### src/rtl/intc_pkg.sv
package intc_pkg;

   // Register word addresses. The numeric codes are part of the bus contract.
   typedef enum logic [3:0] {
      REG_RAW      = 4'd0,
      REG_IRQ_STAT = 4'd1,
      REG_IRQ_EN   = 4'd2,
      REG_IRQ_SET  = 4'd3,
      REG_IRQ_CLR  = 4'd4,
      REG_FIQ_STAT = 4'd5,
      REG_FIQ_EN   = 4'd6,
      REG_FIQ_SET  = 4'd7,
      REG_FIQ_CLR  = 4'd8
   } intc_reg_e;

   localparam int NUM_CH = 2;   // channel 0: normal line, channel 1: fast line
   localparam int CODE_W = 4;

   function automatic logic [CODE_W-1:0] set_code(input int ch);
      return (ch == 0) ? REG_IRQ_SET : REG_FIQ_SET;
   endfunction

   function automatic logic [CODE_W-1:0] clr_code(input int ch);
      return (ch == 0) ? REG_IRQ_CLR : REG_FIQ_CLR;
   endfunction

endpackage

### src/rtl/intc_mask_bank.sv
module intc_mask_bank #(
   parameter int               NUM_SRC    = 22,
   parameter int               DATA_W     = 32,
   parameter logic [NUM_SRC-1:0] VALID_MASK = '1
) (
   input  logic               clk,
   input  logic               rst_n,
   input  logic               set_stb,
   input  logic               clr_stb,
   input  logic [DATA_W-1:0]  wdata,
   output logic [NUM_SRC-1:0] mask
);

   logic [NUM_SRC-1:0] wbits;
   logic [NUM_SRC-1:0] mask_nxt;

   assign wbits = wdata[NUM_SRC-1:0];

   always_comb begin
      mask_nxt = mask;
      if (set_stb) mask_nxt = mask_nxt | (wbits & VALID_MASK);
      if (clr_stb) mask_nxt = mask_nxt & ~wbits;
   end

   always_ff @(posedge clk or negedge rst_n) begin
      if (!rst_n) mask <= '0;
      else        mask <= mask_nxt;
   end

   // every valid bit written as 1 is enabled after a set strobe
   assert_set_bits_R2: assert property (@(posedge clk) disable iff (!rst_n)
      (set_stb && !clr_stb) |=> ((mask & $past(wbits & VALID_MASK)) == $past(wbits & VALID_MASK)));

   // bits written as 0 keep their old value under either strobe
   assert_zero_keeps_R2: assert property (@(posedge clk) disable iff (!rst_n)
      (set_stb || clr_stb) |=> ((mask & ~$past(wbits)) == ($past(mask) & ~$past(wbits))));

   // every bit written as 1 is disabled after a clear strobe
   assert_clear_bits_R3: assert property (@(posedge clk) disable iff (!rst_n)
      clr_stb |=> ((mask & $past(wbits)) == '0));

   // without a strobe the mask holds
   assert_mask_hold_R9: assert property (@(posedge clk) disable iff (!rst_n)
      (!set_stb && !clr_stb) |=> $stable(mask));

   // invalid sources never become enabled
   assert_valid_only_R1: assert property (@(posedge clk) disable iff (!rst_n)
      set_stb |=> ((mask & ~VALID_MASK) == ($past(mask) & ~VALID_MASK)));

endmodule

### src/rtl/intc_status_merge.sv
module intc_status_merge #(
   parameter int NUM_SRC = 22,
   parameter bit OUT_REG = 1'b1
) (
   input  logic               clk,
   input  logic               rst_n,
   input  logic [NUM_SRC-1:0] src,
   input  logic [NUM_SRC-1:0] mask,
   output logic [NUM_SRC-1:0] status,
   output logic               req
);

   logic any_pending;

   assign status      = src & mask;
   assign any_pending = |status;

   generate
      if (OUT_REG) begin : g_reg
         logic req_q;
         always_ff @(posedge clk or negedge rst_n) begin
            if (!rst_n) req_q <= 1'b0;
            else        req_q <= any_pending;
         end
         assign req = req_q;
      end else begin : g_comb
         assign req = any_pending;
      end
   endgenerate

endmodule

### src/rtl/intc_read_mux.sv
module intc_read_mux
   import intc_pkg::*;
#(
   parameter int NUM_SRC = 22,
   parameter int DATA_W  = 32,
   parameter int ADDR_W  = 4
) (
   input  logic [ADDR_W-1:0]  addr,
   input  logic [NUM_SRC-1:0] raw,
   input  logic [NUM_SRC-1:0] irq_stat,
   input  logic [NUM_SRC-1:0] irq_mask,
   input  logic [NUM_SRC-1:0] fiq_stat,
   input  logic [NUM_SRC-1:0] fiq_mask,
   output logic [DATA_W-1:0]  rdata
);

   logic [NUM_SRC-1:0] sel;

   always_comb begin
      sel = '0;
      if      (addr == ADDR_W'(REG_RAW))      sel = raw;
      else if (addr == ADDR_W'(REG_IRQ_STAT)) sel = irq_stat;
      else if (addr == ADDR_W'(REG_IRQ_EN))   sel = irq_mask;
      else if (addr == ADDR_W'(REG_FIQ_STAT)) sel = fiq_stat;
      else if (addr == ADDR_W'(REG_FIQ_EN))   sel = fiq_mask;
   end

   // Upper bits beyond the source field are always zero
   assign rdata = DATA_W'(sel);

endmodule

### src/rtl/dual_mask_intc.sv
module dual_mask_intc
   import intc_pkg::*;
#(
   parameter int                 NUM_SRC    = 22,
   parameter int                 DATA_W     = 32,
   parameter int                 ADDR_W     = 4,
   parameter logic [NUM_SRC-1:0] VALID_MASK = '1,
   parameter bit                 OUT_REG    = 1'b1
) (
   input  logic               clk,
   input  logic               rst_n,
   input  logic [ADDR_W-1:0]  bus_addr,
   input  logic               bus_wr,
   input  logic [DATA_W-1:0]  bus_wdata,
   output logic [DATA_W-1:0]  bus_rdata,
   input  logic [NUM_SRC-1:0] src_in,
   output logic               irq_o,
   output logic               fiq_o
);

   generate
      if (NUM_SRC > DATA_W || NUM_SRC < 1) begin : g_bad_src
         $error("dual_mask_intc: NUM_SRC must lie in 1..DATA_W");
      end
      if (ADDR_W < CODE_W) begin : g_bad_addr
         $error("dual_mask_intc: ADDR_W too narrow for the register map");
      end
   endgenerate

   logic [NUM_SRC-1:0] ch_mask [NUM_CH];
   logic [NUM_SRC-1:0] ch_stat [NUM_CH];
   logic               ch_req  [NUM_CH];

   generate
      for (genvar ch = 0; ch < NUM_CH; ch++) begin : g_ch
         logic set_hit;
         logic clr_hit;

         assign set_hit = bus_wr && (bus_addr == ADDR_W'(set_code(ch)));
         assign clr_hit = bus_wr && (bus_addr == ADDR_W'(clr_code(ch)));

         intc_mask_bank #(
            .NUM_SRC    (NUM_SRC),
            .DATA_W     (DATA_W),
            .VALID_MASK (VALID_MASK)
         ) u_mask (
            .clk     (clk),
            .rst_n   (rst_n),
            .set_stb (set_hit),
            .clr_stb (clr_hit),
            .wdata   (bus_wdata),
            .mask    (ch_mask[ch])
         );

         intc_status_merge #(
            .NUM_SRC (NUM_SRC),
            .OUT_REG (OUT_REG)
         ) u_merge (
            .clk    (clk),
            .rst_n  (rst_n),
            .src    (src_in),
            .mask   (ch_mask[ch]),
            .status (ch_stat[ch]),
            .req    (ch_req[ch])
         );
      end
   endgenerate

   intc_read_mux #(
      .NUM_SRC (NUM_SRC),
      .DATA_W  (DATA_W),
      .ADDR_W  (ADDR_W)
   ) u_rmux (
      .addr     (bus_addr),
      .raw      (src_in),
      .irq_stat (ch_stat[0]),
      .irq_mask (ch_mask[0]),
      .fiq_stat (ch_stat[1]),
      .fiq_mask (ch_mask[1]),
      .rdata    (bus_rdata)
   );

   assign irq_o = ch_req[0];
   assign fiq_o = ch_req[1];

   generate
      if (OUT_REG) begin : g_out_chk
         // the request line follows the status read on the previous cycle
         assert_irq_follows_R7: assert property (@(posedge clk) disable iff (!rst_n)
            (bus_addr == ADDR_W'(REG_IRQ_STAT)) |=> (irq_o == ($past(bus_rdata) != '0)));

         assert_fiq_follows_R7: assert property (@(posedge clk) disable iff (!rst_n)
            (bus_addr == ADDR_W'(REG_FIQ_STAT)) |=> (fiq_o == ($past(bus_rdata) != '0)));
      end
   endgenerate

   // read data never carries bits above the source field
   always_comb begin
      if (rst_n) assert_upper_zero_R1: assert ((bus_rdata >> NUM_SRC) == '0);
   end

endmodule

### config.mk
export PLATFORM = sky130hd
export DESIGN_NAME = dual_mask_intc
export DESIGN_NICKNAME = d
export VERILOG_FILES = /design/src/rtl/intc_pkg.sv /design/src/rtl/intc_mask_bank.sv /design/src/rtl/intc_status_merge.sv /design/src/rtl/intc_read_mux.sv /design/src/rtl/dual_mask_intc.sv
export SDC_FILE = /design/constraint.sdc
export NUM_CORES = 1
export LEC_CHECK = 0
export ABC_CLOCK_PERIOD_IN_PS = 1300
export BUFFER_PORTS_ARGS = -buffer_cell sky130_fd_sc_hd__buf_2
export CAP_MARGIN = 10
export CORE_ASPECT_RATIO = 1.2
export CORE_MARGIN = 4
export CORE_UTILIZATION = 43
export DETAILED_ROUTE_END_ITERATION = 8
export PLACE_DENSITY = 0.69
export SYNTH_ARGS = -nofsm -noshare
export SYNTH_HDL_FRONTEND = slang
export SYNTH_SLANG_ARGS = --single-unit
### constraint.sdc
create_clock -name clk -period 1.3 [get_ports clk]
set_input_delay 0.065 -clock clk [delete_from_list [all_inputs] [get_ports clk]]
set_output_delay 0.065 -clock clk [all_outputs]
set_load 0.05 [all_outputs]
==> impl_results.rst <==
.. list-table::
   :header-rows: 1

   * - Metric
     - Value
   * - DRT antenna net count
     - 0
   * - GP Congestion
     - 0.957
   * - Layout cells sized above 1
     - 41.5%
   * - Synthesis-stage register bit count
     - 46
   * - Layout-stage area growth over the synthesis result
     - 62.9%
   * - Count of filler cells inserted in the layout
     - 455
   * - Cell at the root of the clock tree
     - clkbuf_8
   * - Number of cells traversed by the worst hold path
     - 3
   * - Final worst-path setup slack
     - -0.186 ns
   * - Switching share of power
     - 37.9%
   * - VDD IR-drop max
     - 0.674 mV
   * - DRC marker count from the first detailed-route iteration
     - 249
   * - Most Frequent Cell on Critical Path
     - a21oi_2
   * - Detail-routed via count per cell
     - between 5 and 6
   * - Cts bufs inserted
     - 5
   * - Type of element capturing the critical path
     - primary output
   * - CP peak stage delay
     - 0.40 ns
   * - Clock transition time at the flip-flop clock pins of the worst setup and hold paths
     - 0.09 ns
   * - Warnings, synthesis
     - 0
   * - Grt total ovfl
     - 0
   * - Synthesized-area fraction occupied by xor and xnor cells
     - 0%
   * - Cell at the slowest stage of the critical path
     - dfrtp_1
   * - CP Class
     - register to primary output
   * - Leakage
     - 1.92 nW
   * - Area fraction in compound gates after synthesis
     - 36.5%
   * - Data arrival at the endpoint of the critical path
     - 1.42 ns
   * - Area inside the core boundary
     - 6170 sq um
   * - Overall fraction of global-route tracks in use
     - 27.5%
   * - Number of port buffers
     - 74
   * - Largest clock skew in the final design
     - 0.00623 ns
   * - Reg2reg setup slack
     - -0.10 ns
   * - Destination of the worst hold path
     - g_ch[1].u_merge.req
   * - Utilization after layout
     - 73.3%
   * - Ordered list of cells on the worst path
     - nor2_1, a21oi_2, a21oi_2, a211oi_4, buf_6
   * - Chip Width
     - slightly above 80 um
   * - Total power density per cell area
     - between 1000 and 1500 nW/um^2
   * - H-tree depth
     - 2
   * - Max-cap violations
     - 0
   * - Synth Instances
     - between 300 and 400
   * - Area of combinational cells with multiple inputs
     - 1860 sq um
   * - Number of placed cells counting well taps
     - 497
   * - Maximum number of pins on one net before global-route repair
     - 31
   * - Post-Synth Simple-Gate Area
     - 14.6%
   * - Starting density of the core
     - 45.0%
   * - Via count
     - 3252
   * - Number of global-route vias before repair
     - 3194
   * - DP Worst Slack
     - -0.0530 ns
   * - Critical Path Start Type
     - register
   * - Largest fanout of any net on the critical path
     - 3
   * - Area taken by flip-flops and latches
     - about 1200 sq um
   * - Post-synth cell types
     - 23
   * - Synth Area per Inst
     - 8.19 sq um
   * - Final setup violation count
     - 21
   * - Highest achievable clock rate
     - 673 MHz
   * - Violated checks
     - setup timing
   * - Count of cells along the worst register-to-register path
     - 5
   * - Clock network latency to the later pin of the worst-skew pair
     - 0.30 ns
   * - CTS tree
     - yes
   * - Hold Path Origin
     - src_in[14]
   * - Net load switching power
     - 1.96 mW
   * - Reg2reg end
     - g_ch[0].u_merge.req
   * - Number of diodes added for antenna fixing
     - 0
   * - Final-stage net count
     - 535
   * - Share of power burned in the clock network
     - 17.7%
   * - Detail-routed net length per standard cell
     - 18.3 um
   * - Count of unresolved DRC violations after routing
     - 0
   * - Half-perimeter wire length of the detailed placement result
     - 6830 um
   * - Total wire length after detailed routing
     - ~10000 um
   * - Final setup TNS
     - -1.43 ns
   * - Portion of total power attributed to combinational logic
     - 43.3%
   * - Die area
     - 7810 sq um
   * - Number of antenna violations at the first check in global routing
     - 0
   * - Status
     - complete, but fails checks
   * - Worst min-delay path category
     - input pin to register
   * - Non-filler cells, final
     - about 560
   * - Pins Over Slew Limit
     - 0
   * - Count of clock tree sinks
     - 46
   * - Internal Dissipation
     - 3.22 mW
   * - Number of hold violations in the final report
     - 0
   * - Fin crit share
     - 114%
   * - Detailed Routing Iterations Pass 1
     - 4
   * - Placement Rows
     - 31
   * - Wire length of the first global-routing pass
     - around 16000 um
   * - Number of top-level pins
     - 95
   * - Number of buffers between clock root and the deepest sink
     - 2
   * - Clock period minus final worst setup slack
     - between 1 and 1.5 ns
   * - RSZ-0062 raised after global routing
     - true
   * - Sequential power share
     - 39.0%
   * - Sequential area share after synthesis
     - between 40% and 50%
   * - Mapped Area
     - 2780 sq um
   * - Mux share of post-synthesis cell area
     - 0%
   * - Fraction of the mapped netlist area in adder cells
     - 0%
   * - Overall die height
     - 96.0 um
   * - Combinational family with the most area after synthesis
     - compound AO/OA/AOI/OAI gates
   * - Required time reported for the critical path endpoint
     - approximately 1.2 ns
critical path, delay by kind of cell, from the launching register on:
kind / cells / cell delay, ns
AO/OA/AOI/OAI: 3 / 0.43
flip-flops: 1 / 0.40
buffers and inverters: 1 / 0.19
AND/OR/NAND/NOR: 1 / 0.09
layer usage:
metal	share of wire, %	vias to the layer above	track usage (%)	routed length [um]
li1	-	1470	-	-
met2	49	178	44.3	5000
met1	39	1575	36.3	3990
met5	0	-	0	0
met3	9.3	29	6.27	949
met4	2.8	0	9.44	281
cells in the final DEF, fill, tap and decap left out, drive strengths merged, types with 2 or more instances in the layout:
cell type	n
a221oi	8
dlygate4sd3	23
conb	10
inv	2
nand2	23
nand4	2
a21oi	131
nor3	3
a22o	7
buf	131
nand2b	23
clkbuf	7
and4	2
a211oi	21
a22oi	7
nor2	23
dfrtp	46
worst max-delay path by stage:
| stage | start | endpoint | slack [ns] | cells past startpoint |
|---|---|---|---|---|
| 6_report | register | bus_rdata[15] | -0.19 | 5 |
| 3_3_place_gp | bus_addr[1] | bus_rdata[16] | -0.04 | 6 |
| 3_5_place_dp | bus_addr[0] | bus_rdata[4] | -0.05 | 7 |
| 5_1_grt | register | bus_rdata[15] | -0.22 | 5 |
| 4_1_cts | register | bus_rdata[4] | -0.10 | 5 |
| 2_1_floorplan | bus_addr[3] | bus_rdata[0] | -0.09 | 3 |
what timing repair did:
| action | in CTS | in global routing |
|---|---|---|
| endpoints found under the setup margin | 23 | 24 |
| pin swaps | 28 | 14 |
| setup buffers | 16 | 13 |
| resized for setup | 67 | 13 |
| hold endpoints to repair | 60 | 0 |
| hold buffers | 23 | 0 |
final cells by class:
type                            instances  area share, %
Clock buffer                            7           1.91
Clock inverter                          1          0.111
Inverter                                2          0.166
Multi-Input combinational cell        265           41.2
Sequential cell                        46           25.5
Tap cell                               82           2.27
Timing Repair Buffer                  154           28.9
cell families after synthesis:
logic type / after synthesis
AO/OA/AOI/OAI: 176
AND/OR/NAND/NOR: 79
flip-flops: 46
buffers and inverters: 37
other: 1
through the flow:
| stage | power [mW] | area (sq um) | hold slack [ns] |
|---|---|---|---|
| 2_1_floorplan | 3.14 | 3080 | -0.231 |
| 3_3_place_gp | 3.68 | 3700 | 0.0155 |
| 3_5_place_dp | 3.72 | 3700 | 0.0203 |
| 4_1_cts | 4.98 | 4370 | 0.0712 |
| 5_1_grt | 5.50 | 4520 | 0.0886 |
| 6_report | 5.18 | 4520 | 0.0804 |
Yosys cell counts (all sizes together):
library cell	number	area share [%]
a211oi	21	5.7
a21o	1	0.27
a21oi	131	24
a221oi	8	2.5
a22o	7	2.2
a22oi	7	1.9
and3	1	0.23
and4	2	0.63
buf	26	5.9
clkbuf	9	1.2
conb	1	0.14
dfrtp	46	41
inv	2	0.27
nand2	23	3.1
nand2b	23	5.2
nand3b	1	0.27
nand4	2	0.45
nor2	23	3.1
nor3	3	0.72
nor4b	1	0.86
o211ai	1	0.27
power by group through the flow:
| stage | clock (mW) | sequential [mW] | combinational, mW |
|---|---|---|---|
| after CTS | 0.932 | 2.02 | 2.03 |
| after global placement | 0 | 2.08 | 1.60 |
| final | 0.916 | 2.02 | 2.24 |
| after detailed placement | 0 | 2.08 | 1.64 |
| after floorplan | 0 | 1.98 | 1.16 |
| after global routing | 0.994 | 2.06 | 2.45 |
Power figures use the tool's default switching activity.
